==> config.mk <==
export PLATFORM = sky130hd
export DESIGN_NAME = clkout_channel
export DESIGN_NICKNAME = d
export VERILOG_FILES = /design/src/rtl/clkout_pkg.sv /design/src/rtl/clkout_prediv.sv /design/src/rtl/clkout_postdiv.sv /design/src/rtl/clkout_channel.sv
export SDC_FILE = /design/constraint.sdc
export NUM_CORES = 1
export LEC_CHECK = 0
export BUFFER_PORTS_ARGS = -buffer_cell sky130_fd_sc_hd__buf_4
export CORE_MARGIN = 2
export CORE_UTILIZATION = 55
export CTS_CLUSTER_DIAMETER = 100
export CTS_CLUSTER_SIZE = 12
export DETAILED_ROUTE_END_ITERATION = 12
export PLACE_DENSITY_LB_ADDON = 0.3
export REMOVE_ABC_BUFFERS = 1
export SYNTH_ARGS = -nofsm -noshare
export SYNTH_HDL_FRONTEND = slang
export SYNTH_SLANG_ARGS = --single-unit
==> constraint.sdc <==
create_clock -name clk -period 9.7 [get_ports clk]
set_clock_uncertainty 0.2 [all_clocks]
set_input_delay 1.455 -clock clk [delete_from_list [all_inputs] [get_ports clk]]
set_output_delay 1.455 -clock clk [all_outputs]
set_load 0.02 [all_outputs]
==> src/rtl/clkout_pkg.sv <==
package clkout_pkg;

  typedef enum logic {
    SRC_SLOW = 1'b0,
    SRC_FAST = 1'b1
  } src_sel_e;

  // Pre-divider ratio for a code: powers of two, the top code uses last_ratio
  function automatic int unsigned pre_ratio(int unsigned code,
                                            int unsigned code_max,
                                            int unsigned last_ratio);
    return (code == code_max) ? last_ratio : (32'd1 << code);
  endfunction

endpackage

==> src/rtl/clkout_prediv.sv <==
module clkout_prediv
  import clkout_pkg::*;
#(
  parameter int unsigned CODE_W     = 3,
  parameter int unsigned CNT_W      = 7,
  parameter int unsigned LAST_RATIO = 122
) (
  input  logic              clk,
  input  logic              rst_n,
  input  logic              hold,
  input  logic              bypass,
  input  logic              step,
  input  logic [CODE_W-1:0] code,
  output logic              pre_tick
);

  localparam int unsigned CODE_MAX = (1 << CODE_W) - 1;

  logic [CNT_W-1:0] cnt_q, cnt_d;
  logic             at_end;

  always_comb begin
    at_end   = (cnt_q == CNT_W'(pre_ratio(int'(code), CODE_MAX, LAST_RATIO) - 1));
    pre_tick = step & (bypass | at_end);
    cnt_d    = cnt_q;
    if (hold || bypass) begin
      cnt_d = '0;
    end else if (step) begin
      cnt_d = at_end ? '0 : cnt_q + 1'b1;
    end
  end

  always_ff @(posedge clk or negedge rst_n) begin
    if (!rst_n) begin
      cnt_q <= '0;
    end else begin
      cnt_q <= cnt_d;
    end
  end

endmodule

==> src/rtl/clkout_postdiv.sv <==
module clkout_postdiv #(
  parameter int unsigned CODE_W = 3,
  parameter int unsigned CNT_W  = 8
) (
  input  logic              clk,
  input  logic              rst_n,
  input  logic              hold,
  input  logic              step,
  input  logic [CODE_W-1:0] code,
  output logic              wrap,
  output logic              level_d,
  output logic [CNT_W-1:0]  cnt_q
);

  logic [CNT_W:0]   lim;
  logic [CNT_W-1:0] cnt_d;

  always_comb begin
    // Counter spans one full output period: 2 * 2^code pre-divided ticks
    lim   = ((CNT_W+1)'(1) << (int'(code) + 1)) - 1'b1;
    wrap  = step & (cnt_q == lim[CNT_W-1:0]);
    cnt_d = cnt_q;
    if (hold) begin
      cnt_d = '0;
    end else if (step) begin
      cnt_d = wrap ? '0 : cnt_q + 1'b1;
    end
    // High during the first half of the period
    level_d = ~cnt_d[code];
  end

  always_ff @(posedge clk or negedge rst_n) begin
    if (!rst_n) begin
      cnt_q <= '0;
    end else begin
      cnt_q <= cnt_d;
    end
  end

endmodule

==> src/rtl/clkout_channel.sv <==
module clkout_channel
  import clkout_pkg::*;
#(
  parameter int unsigned PRE_CODE_W     = 3,
  parameter int unsigned POST_CODE_W    = 3,
  parameter int unsigned LAST_PRE_RATIO = 122,
  localparam int unsigned REG_W         = PRE_CODE_W + POST_CODE_W + 2
) (
  input  logic             clk,
  input  logic             rst_n,
  input  logic [REG_W-1:0] cfg_reg,
  input  logic             slow_tick,
  input  logic             fast_tick,
  output logic             clk_out
);

  localparam int unsigned PRE_MAX    = (1 << PRE_CODE_W) - 1;
  localparam int unsigned PRE_POW    = 1 << (PRE_MAX - 1);
  localparam int unsigned PRE_BIG    = (LAST_PRE_RATIO > PRE_POW) ? LAST_PRE_RATIO : PRE_POW;
  localparam int unsigned PRE_CNT_W  = $clog2(PRE_BIG);
  localparam int unsigned POST_CNT_W = 1 << POST_CODE_W;
  localparam int unsigned EN_BIT     = 0;
  localparam int unsigned POST_LSB   = 1;
  localparam int unsigned SEL_BIT    = POST_CODE_W + 1;
  localparam int unsigned PRE_LSB    = POST_CODE_W + 2;

  // Decoded control word
  logic                   reg_en;
  src_sel_e               reg_sel;
  logic [PRE_CODE_W-1:0]  reg_pre;
  logic [POST_CODE_W-1:0] reg_post;

  // Active settings, loaded only at a period boundary or while stopped
  src_sel_e               act_sel_q, act_sel_d;
  logic [PRE_CODE_W-1:0]  act_pre_q, act_pre_d;
  logic [POST_CODE_W-1:0] act_post_q, act_post_d;
  logic                   run_q, run_d;
  logic                   out_q, out_d;

  logic                   tick_act, tick_reg, pre_tick, boundary, level_d, load;
  logic [POST_CNT_W-1:0]  post_cnt;

  always_comb begin
    reg_en   = cfg_reg[EN_BIT];
    reg_sel  = src_sel_e'(cfg_reg[SEL_BIT]);
    reg_pre  = cfg_reg[PRE_LSB +: PRE_CODE_W];
    reg_post = cfg_reg[POST_LSB +: POST_CODE_W];
    tick_act = (act_sel_q == SRC_FAST) ? fast_tick : slow_tick;
    tick_reg = (reg_sel == SRC_FAST) ? fast_tick : slow_tick;
  end

  clkout_prediv #(
    .CODE_W     (PRE_CODE_W),
    .CNT_W      (PRE_CNT_W),
    .LAST_RATIO (LAST_PRE_RATIO)
  ) prediv_i (
    .clk      (clk),
    .rst_n    (rst_n),
    .hold     (~run_q),
    .bypass   (act_sel_q == SRC_SLOW),
    .step     (run_q & tick_act),
    .code     (act_pre_q),
    .pre_tick (pre_tick)
  );

  clkout_postdiv #(
    .CODE_W (POST_CODE_W),
    .CNT_W  (POST_CNT_W)
  ) postdiv_i (
    .clk     (clk),
    .rst_n   (rst_n),
    .hold    (~run_q),
    .step    (pre_tick),
    .code    (act_post_q),
    .wrap    (boundary),
    .level_d (level_d),
    .cnt_q   (post_cnt)
  );

  // Next-state logic
  always_comb begin
    load       = ~run_q | boundary;
    act_sel_d  = load ? reg_sel  : act_sel_q;
    act_pre_d  = load ? reg_pre  : act_pre_q;
    act_post_d = load ? reg_post : act_post_q;
    if (run_q) begin
      run_d = ~(boundary & ~reg_en);
    end else begin
      run_d = reg_en & tick_reg;
    end
    out_d = run_d & level_d;
  end

  // State registers
  always_ff @(posedge clk or negedge rst_n) begin
    if (!rst_n) begin
      act_sel_q  <= SRC_SLOW;
      act_pre_q  <= '0;
      act_post_q <= '0;
      run_q      <= 1'b0;
      out_q      <= 1'b0;
    end else begin
      if (load) begin
        act_sel_q  <= act_sel_d;
        act_pre_q  <= act_pre_d;
        act_post_q <= act_post_d;
      end
      run_q <= run_d;
      out_q <= out_d;
    end
  end

  assign clk_out = out_q;

endmodule

# Yosys cells after proc, flatten, opt, wreduce, memory -nomap -nowiden
# Cells that the tools add are included.
# totals
reg_bits,24
in_bits,12
output_inout_bits,1
# op_classes
add_sub_neg,5
order_cmp,1
n_eq_ne,3
shift,2
n_mux,12
bitwise,13
reduce_logical,2
# op_table
operator,count
$shl 1x32->8 const A,1
$mux 7,4
$mux 8,3
$add 8x1->8 const B,1
$eq 8x8->1,1
$sub 8x1->8 const B,1
$add 7x1->7 const B,1
$eq 7x7->1,1
$shl 1x3->7 const A,1
$sub 7x1->7 const B,1
$and 1x1->1,6
$not 1->1,5
$add 3x1->4 const B,1
$lt 3x4->1 const B,1
$mux 1,4
$bmux 1 s3,1
$eq 3x3->1 const B,1
$or 1x1->1,2
$reduce_bool 2->1,1
$logic_or 1x1->1,1

# Logic depth before layout (Yosys ltp)
# depth
depth_word,14
depth_mapped,15

# Cells and area by module
# Synthesis repeated with hierarchy kept, for this count alone.
# unflattened
cells_unflattened,191
hier_area_um2,1835.5
# modules_own_cells
module,n_inst,cells_each,area_per_inst_um2
clkout_postdiv,1,89,783.3
clkout_prediv,1,73,633.1
clkout_channel,1,29,419.2

# Worst setup path before layout
# OpenSTA, ideal clock, no wires.
# synth_path
path_type,reg2reg
from,reg act_pre_q[2]
to,reg out_q (netlist: clk_out)
t_arrival_ns,2.827
required_ns,9.368
path_slack_ns,6.541
path_stages_with_launch,15
n_path_buf,3
synth_period_minus_slack_ns,3.159
cell_sequence,dfrtp_1 > buf_2 > nor2_1 > o21ai_0 > ha_1 > buf_6 > xnor2_2 > o221ai_1 > a2111o_1 > o31a_1 > buf_6 > nor3_1 > nor3_1 > o311ai_1 > a21oi_1
# synth_between
elab_chain_len,14
elab_cells_between_ends,18
cone_classes,1 x add/sub; 2 x eq/ne; 1 x shift; 7 x mux; 7 x bitwise
# synth_lines
item,line,rtl
from (decl),clkout_channel.sv:35,"logic [PRE_CODE_W-1:0] act_pre_q, act_pre_d;"
from (signal assigned),clkout_channel.sv:105,act_pre_q <= act_pre_d;
$eq 3x3->1 or $shl 1x3->7 (tied branches),clkout_pkg.sv:12,return (code == code_max) ? last_ratio : (32'd1 << code);
$mux 7 *,clkout_pkg.sv:12,
$sub 7x1->7 *,clkout_prediv.sv:23,"at_end = (cnt_q == CNT_W'(pre_ratio(int'(code), CODE_MAX, LAST_RATIO) - 1));"
$eq 7x7->1 *,clkout_prediv.sv:23,
$or 1x1->1 *,clkout_prediv.sv:24,pre_tick = step & (bypass | at_end);
$and 1x1->1 *,clkout_prediv.sv:24,
$and 1x1->1,clkout_postdiv.sv:21,wrap = step & (cnt_q == lim[CNT_W-1:0]);
$mux 8,clkout_postdiv.sv:26,cnt_d = wrap ? '0 : cnt_q + 1'b1;
$mux 8,clkout_postdiv.sv:25,end else if (step) begin
$mux 8,clkout_postdiv.sv:23,if (hold) begin
$bmux 1 s3,clkout_postdiv.sv:29,level_d = ~cnt_d[code];
$mux 1 (implied by the code),clkout_postdiv.sv:29,
$not 1->1,clkout_postdiv.sv:29,
$and 1x1->1 *,clkout_channel.sv:91,out_d = run_d & level_d;
net out_d,clkout_channel.sv:38,"logic out_q, out_d;"
to (signal assigned),clkout_channel.sv:109,out_q <= out_d;
to (decl),clkout_channel.sv:38,
# The timed path passes the listed nets; every way through them passes the cells marked *. The select of a mux whose other input is x is not followed.
# A chain may end at the register's enable or synchronous reset.

# Final worst setup path
# layout_path
from,reg act_pre_q[2]
to,reg act_sel_q
# layout_between
elab_chain_len,8
elab_cells_between_ends,9
cone_classes,1 x add/sub; 2 x eq/ne; 1 x shift; 1 x mux; 4 x bitwise
# layout_lines
item,line,rtl
$eq 3x3->1 or $shl 1x3->7 (tied branches),clkout_pkg.sv:12,
$mux 7 *,clkout_pkg.sv:12,
$sub 7x1->7 *,clkout_prediv.sv:23,
$eq 7x7->1 *,clkout_prediv.sv:23,
$or 1x1->1 *,clkout_prediv.sv:24,
$and 1x1->1 *,clkout_prediv.sv:24,
$and 1x1->1 *,clkout_postdiv.sv:21,
$or 1x1->1 *,clkout_channel.sv:82,load = ~run_q | boundary;
to (signal assigned),clkout_channel.sv:104,act_sel_q <= act_sel_d;
to (decl),clkout_channel.sv:34,"src_sel_e act_sel_q, act_sel_d;"
# Mark *: on every way between the ends. The rest lies on a longest branch, timed or not.

==> reports/results.txt <==
Max VDD drop: 0.163 mV
Setup TNS: 0 ps
syn avg cell area: 8.38 µm²
Reg2Reg Depth: 10
Skew-Pair Late Insertion Delay: 310 ps
Final Worst Setup Slack: 5980 ps
IO Pins: 13
Routed Antenna Nets: 0
Pleak: 0.777 nW
Synth top area share: 33.2%
Slew Limit Fails: 0
sequential share of the synthesized area: 33.2%
top post-synthesis cells by area: dfrtp_1, nand2_1, xnor2_1
fin nets: 234
Finished Layout Cells: 261
Reg-to-Reg Start: act_pre_q[2]
Die W: 61.4 µm
pwr/cell area: 280 nW/µm²
CP startpoint kind: flop
PostCTS Resize Cnt: 0
Iter 0 DRT Violations: 110
overall routing resource usage: 24.0%
DRC viols: 0
CTS root buffer: clkbuf_4
f_max: 269 MHz
Starting Density: 58.3%
ys flop type: dfrtp_1
Hold WC Path Type: flop to flop
worst hold slack: 424 ps
WL final: 3.88 mm
Post-synth EDFFs: 0
wire length per cell: 14.9 µm
first-pass GRT wire length: 6.80 mm
DP HPWL: 2.91 mm
worst slew pin tran: 732 ps
final worst path period need: 3720 ps
asr flop ratio synth: 100%
R2R Path End: act_sel_q
DR vias: 1582
largest net degree at the start of global routing: 25
Yosys Warn Count: 0
antenna violations before repair: 0
Max Cap Viol: 0
aggregate global routing overflow: 0
die area: 3760 µm²
port bufs: 12
CTS Sinks: 24
RSZ-0062 raised after global routing: no
clk buf depth: 2
Core Region: 3100 µm²
Place WS: 5990 ps
Post-CTS Setup Repair Bufs: 0
Rows: 20
TritonCTS clock tree: built
Antenna Cells: 0
Hold EP: prediv_i.cnt_q[1]
fin crit share: 38.3%
die span in y: 61.4 µm
WS Path Type: flop to flop
via density per instance: 6.06
vias in the first global route: 1557
hold path cells: 2
Routability Congestion: 0.881
CTS Buf Count: 3
Layout area overhead: 6.71%
worst reg-to-reg setup slack: 5980 ps
share of post-route cells with drive strength above 1: 11.5%
Req. time, crit path: 9710 ps
hold path start: prediv_i.cnt_q[1]
# H-tree levels: 1
Synth cell types: 51
Clock Pin Slew Worst Setup and Hold Paths: 140 ps
synthesized area: 1810 µm²
Worst setup EP type: flop
Synth Instances: 216
cts hold-fix bufs: 0
biggest area consumer among synthesized cells: dfrtp_1
Final Hold Viols: 0
Placed Cells: 257
final count of negative-setup-slack endpoints: 0
status: complete, no violations
drt pass-1 iters: 4
worst-path fanout max: 18
WP data arrival: 3730 ps
Rel. slew slack: 51.1%
Seq cells post-synth: 24
-- per-stage QoR --
stage               util, %  area [µm²]  total power [mW]
CTS                    62.2        1930             0.540
global route           62.2        1930             0.588
floorplan                 -        1730             0.398
detailed placement     60.5        1880             0.467
finish                 62.2        1930             0.541
global placement       60.5        1880             0.453
-- worst max-delay path, stage by stage, from the launching register on --
cell and delay [ps]:
dfrtp_1 500, nand2_1 150, inv_1 50, o21ai_0 150
ha_1 410, xnor2_2 180, o221ai_1 130, a2111o_1 440
nor4_1 380, a2bb2oi_2 620, mux2_2 420
-- flip-flops by register name, summed over array words and instances, names as in the netlist --
register	count
act_post_q	3
clk_out	1
postdiv_i.cnt_q	8
act_pre_q	3
prediv_i.cnt_q	7
act_sel_q	1
run_q	1
-- final cells by class --
cell class              count  area [µm²]
clock inverters             1        30.0
flip-flops and latches     24         601
fillers                   275        1170
repair buffers             12        90.1
clock buffers               3        22.5
well taps                  44        55.1
inverters                   9        33.8
multi-input cells         168        1100
-- cell families (layout without fill, tap and decap cells) --
family,count (synthesis),in the layout,synth area share (%)
simple gates,82,82,22.5
compound gates,57,57,22.3
flops,24,24,33.2
buf+inv,24,25,6.09
xor+xnor,17,17,8.64
mux,7,7,4.22
fa+ha+maj,4,4,2.77
other cells,1,1,0.207
-- cells in the mapped netlist, types with 2 or more instances --
cell / instances
nor2b_1: 3
nand3_1: 5
dfrtp_1: 24
o211ai_1: 4
mux2_2: 5
o31a_1: 2
and3_1: 2
or3_1: 3
ha_1: 4
nor4_2: 2
nand2b_1: 3
nor3_1: 9
nor2_1: 17
a21oi_1: 8
mux2i_1: 2
xnor2_1: 11
clkbuf_1: 9
o21a_1: 6
o21ai_0: 11
buf_2: 4
o21ai_1: 2
nand4b_1: 2
a31oi_1: 2
xor2_1: 5
nand2_1: 30
inv_1: 9
buf_6: 2
o2111ai_1: 5
o31ai_1: 3
-- metal layers --
| layer | global-route usage, % | wire, µm | up-vias |
|---|---|---|---|
| met2 | 43.0 | 2020 | 43 |
| li1 | - | - | 779 |
| met4 | 10.9 | 82 | 0 |
| met5 | 0 | 0 | - |
| met3 | 3.36 | 135 | 10 |
| met1 | 28.3 | 1650 | 750 |
-- where the power goes --
part | internal [mW] | switching, mW | total, mW
sequential | 0.131 | 0.0629 | 0.193
combinational | 0.127 | 0.148 | 0.275
clock | 0.0418 | 0.0306 | 0.0723
total | 0.299 | 0.242 | 0.541
-- how the worst max path moves through the flow --
stage / startpoint / end / cells past startpoint
CTS: act_pre_q[2] / act_sel_q / 10
finish: act_pre_q[2] / act_sel_q / 10
global route: act_pre_q[2] / clk_out / 12
floorplan: act_pre_q[2] / act_pre_q[1] / 10
detailed placement: act_pre_q[2] / act_sel_q / 10
global placement: act_pre_q[2] / clk_out / 12
-- cell usage in the layout (no fill, tap or decap), types with 2 or more instances in the layout --
| master | count |
|---|---|
| o211ai_1 | 4 |
| o21ai_0 | 11 |
| mux2_2 | 5 |
| nor2_1 | 17 |
| mux2i_1 | 2 |
| o21a_1 | 6 |
| ha_1 | 4 |
| o21ai_1 | 2 |
| or3_1 | 3 |
| buf_4 | 12 |
| nor2b_1 | 3 |
| and3_1 | 2 |
| o31ai_1 | 3 |
| nand2b_1 | 3 |
| clkbuf_4 | 3 |
| nor4_2 | 2 |
| a31oi_1 | 2 |
| xnor2_1 | 11 |
| dfrtp_1 | 24 |
| nand4b_1 | 2 |
| inv_1 | 9 |
| a21oi_1 | 8 |
| nand2_1 | 30 |
| xor2_1 | 5 |
| o2111ai_1 | 5 |
| o31a_1 | 2 |
| nor3_1 | 9 |
| nand3_1 | 5 |
Power figures use the tool's default switching activity.
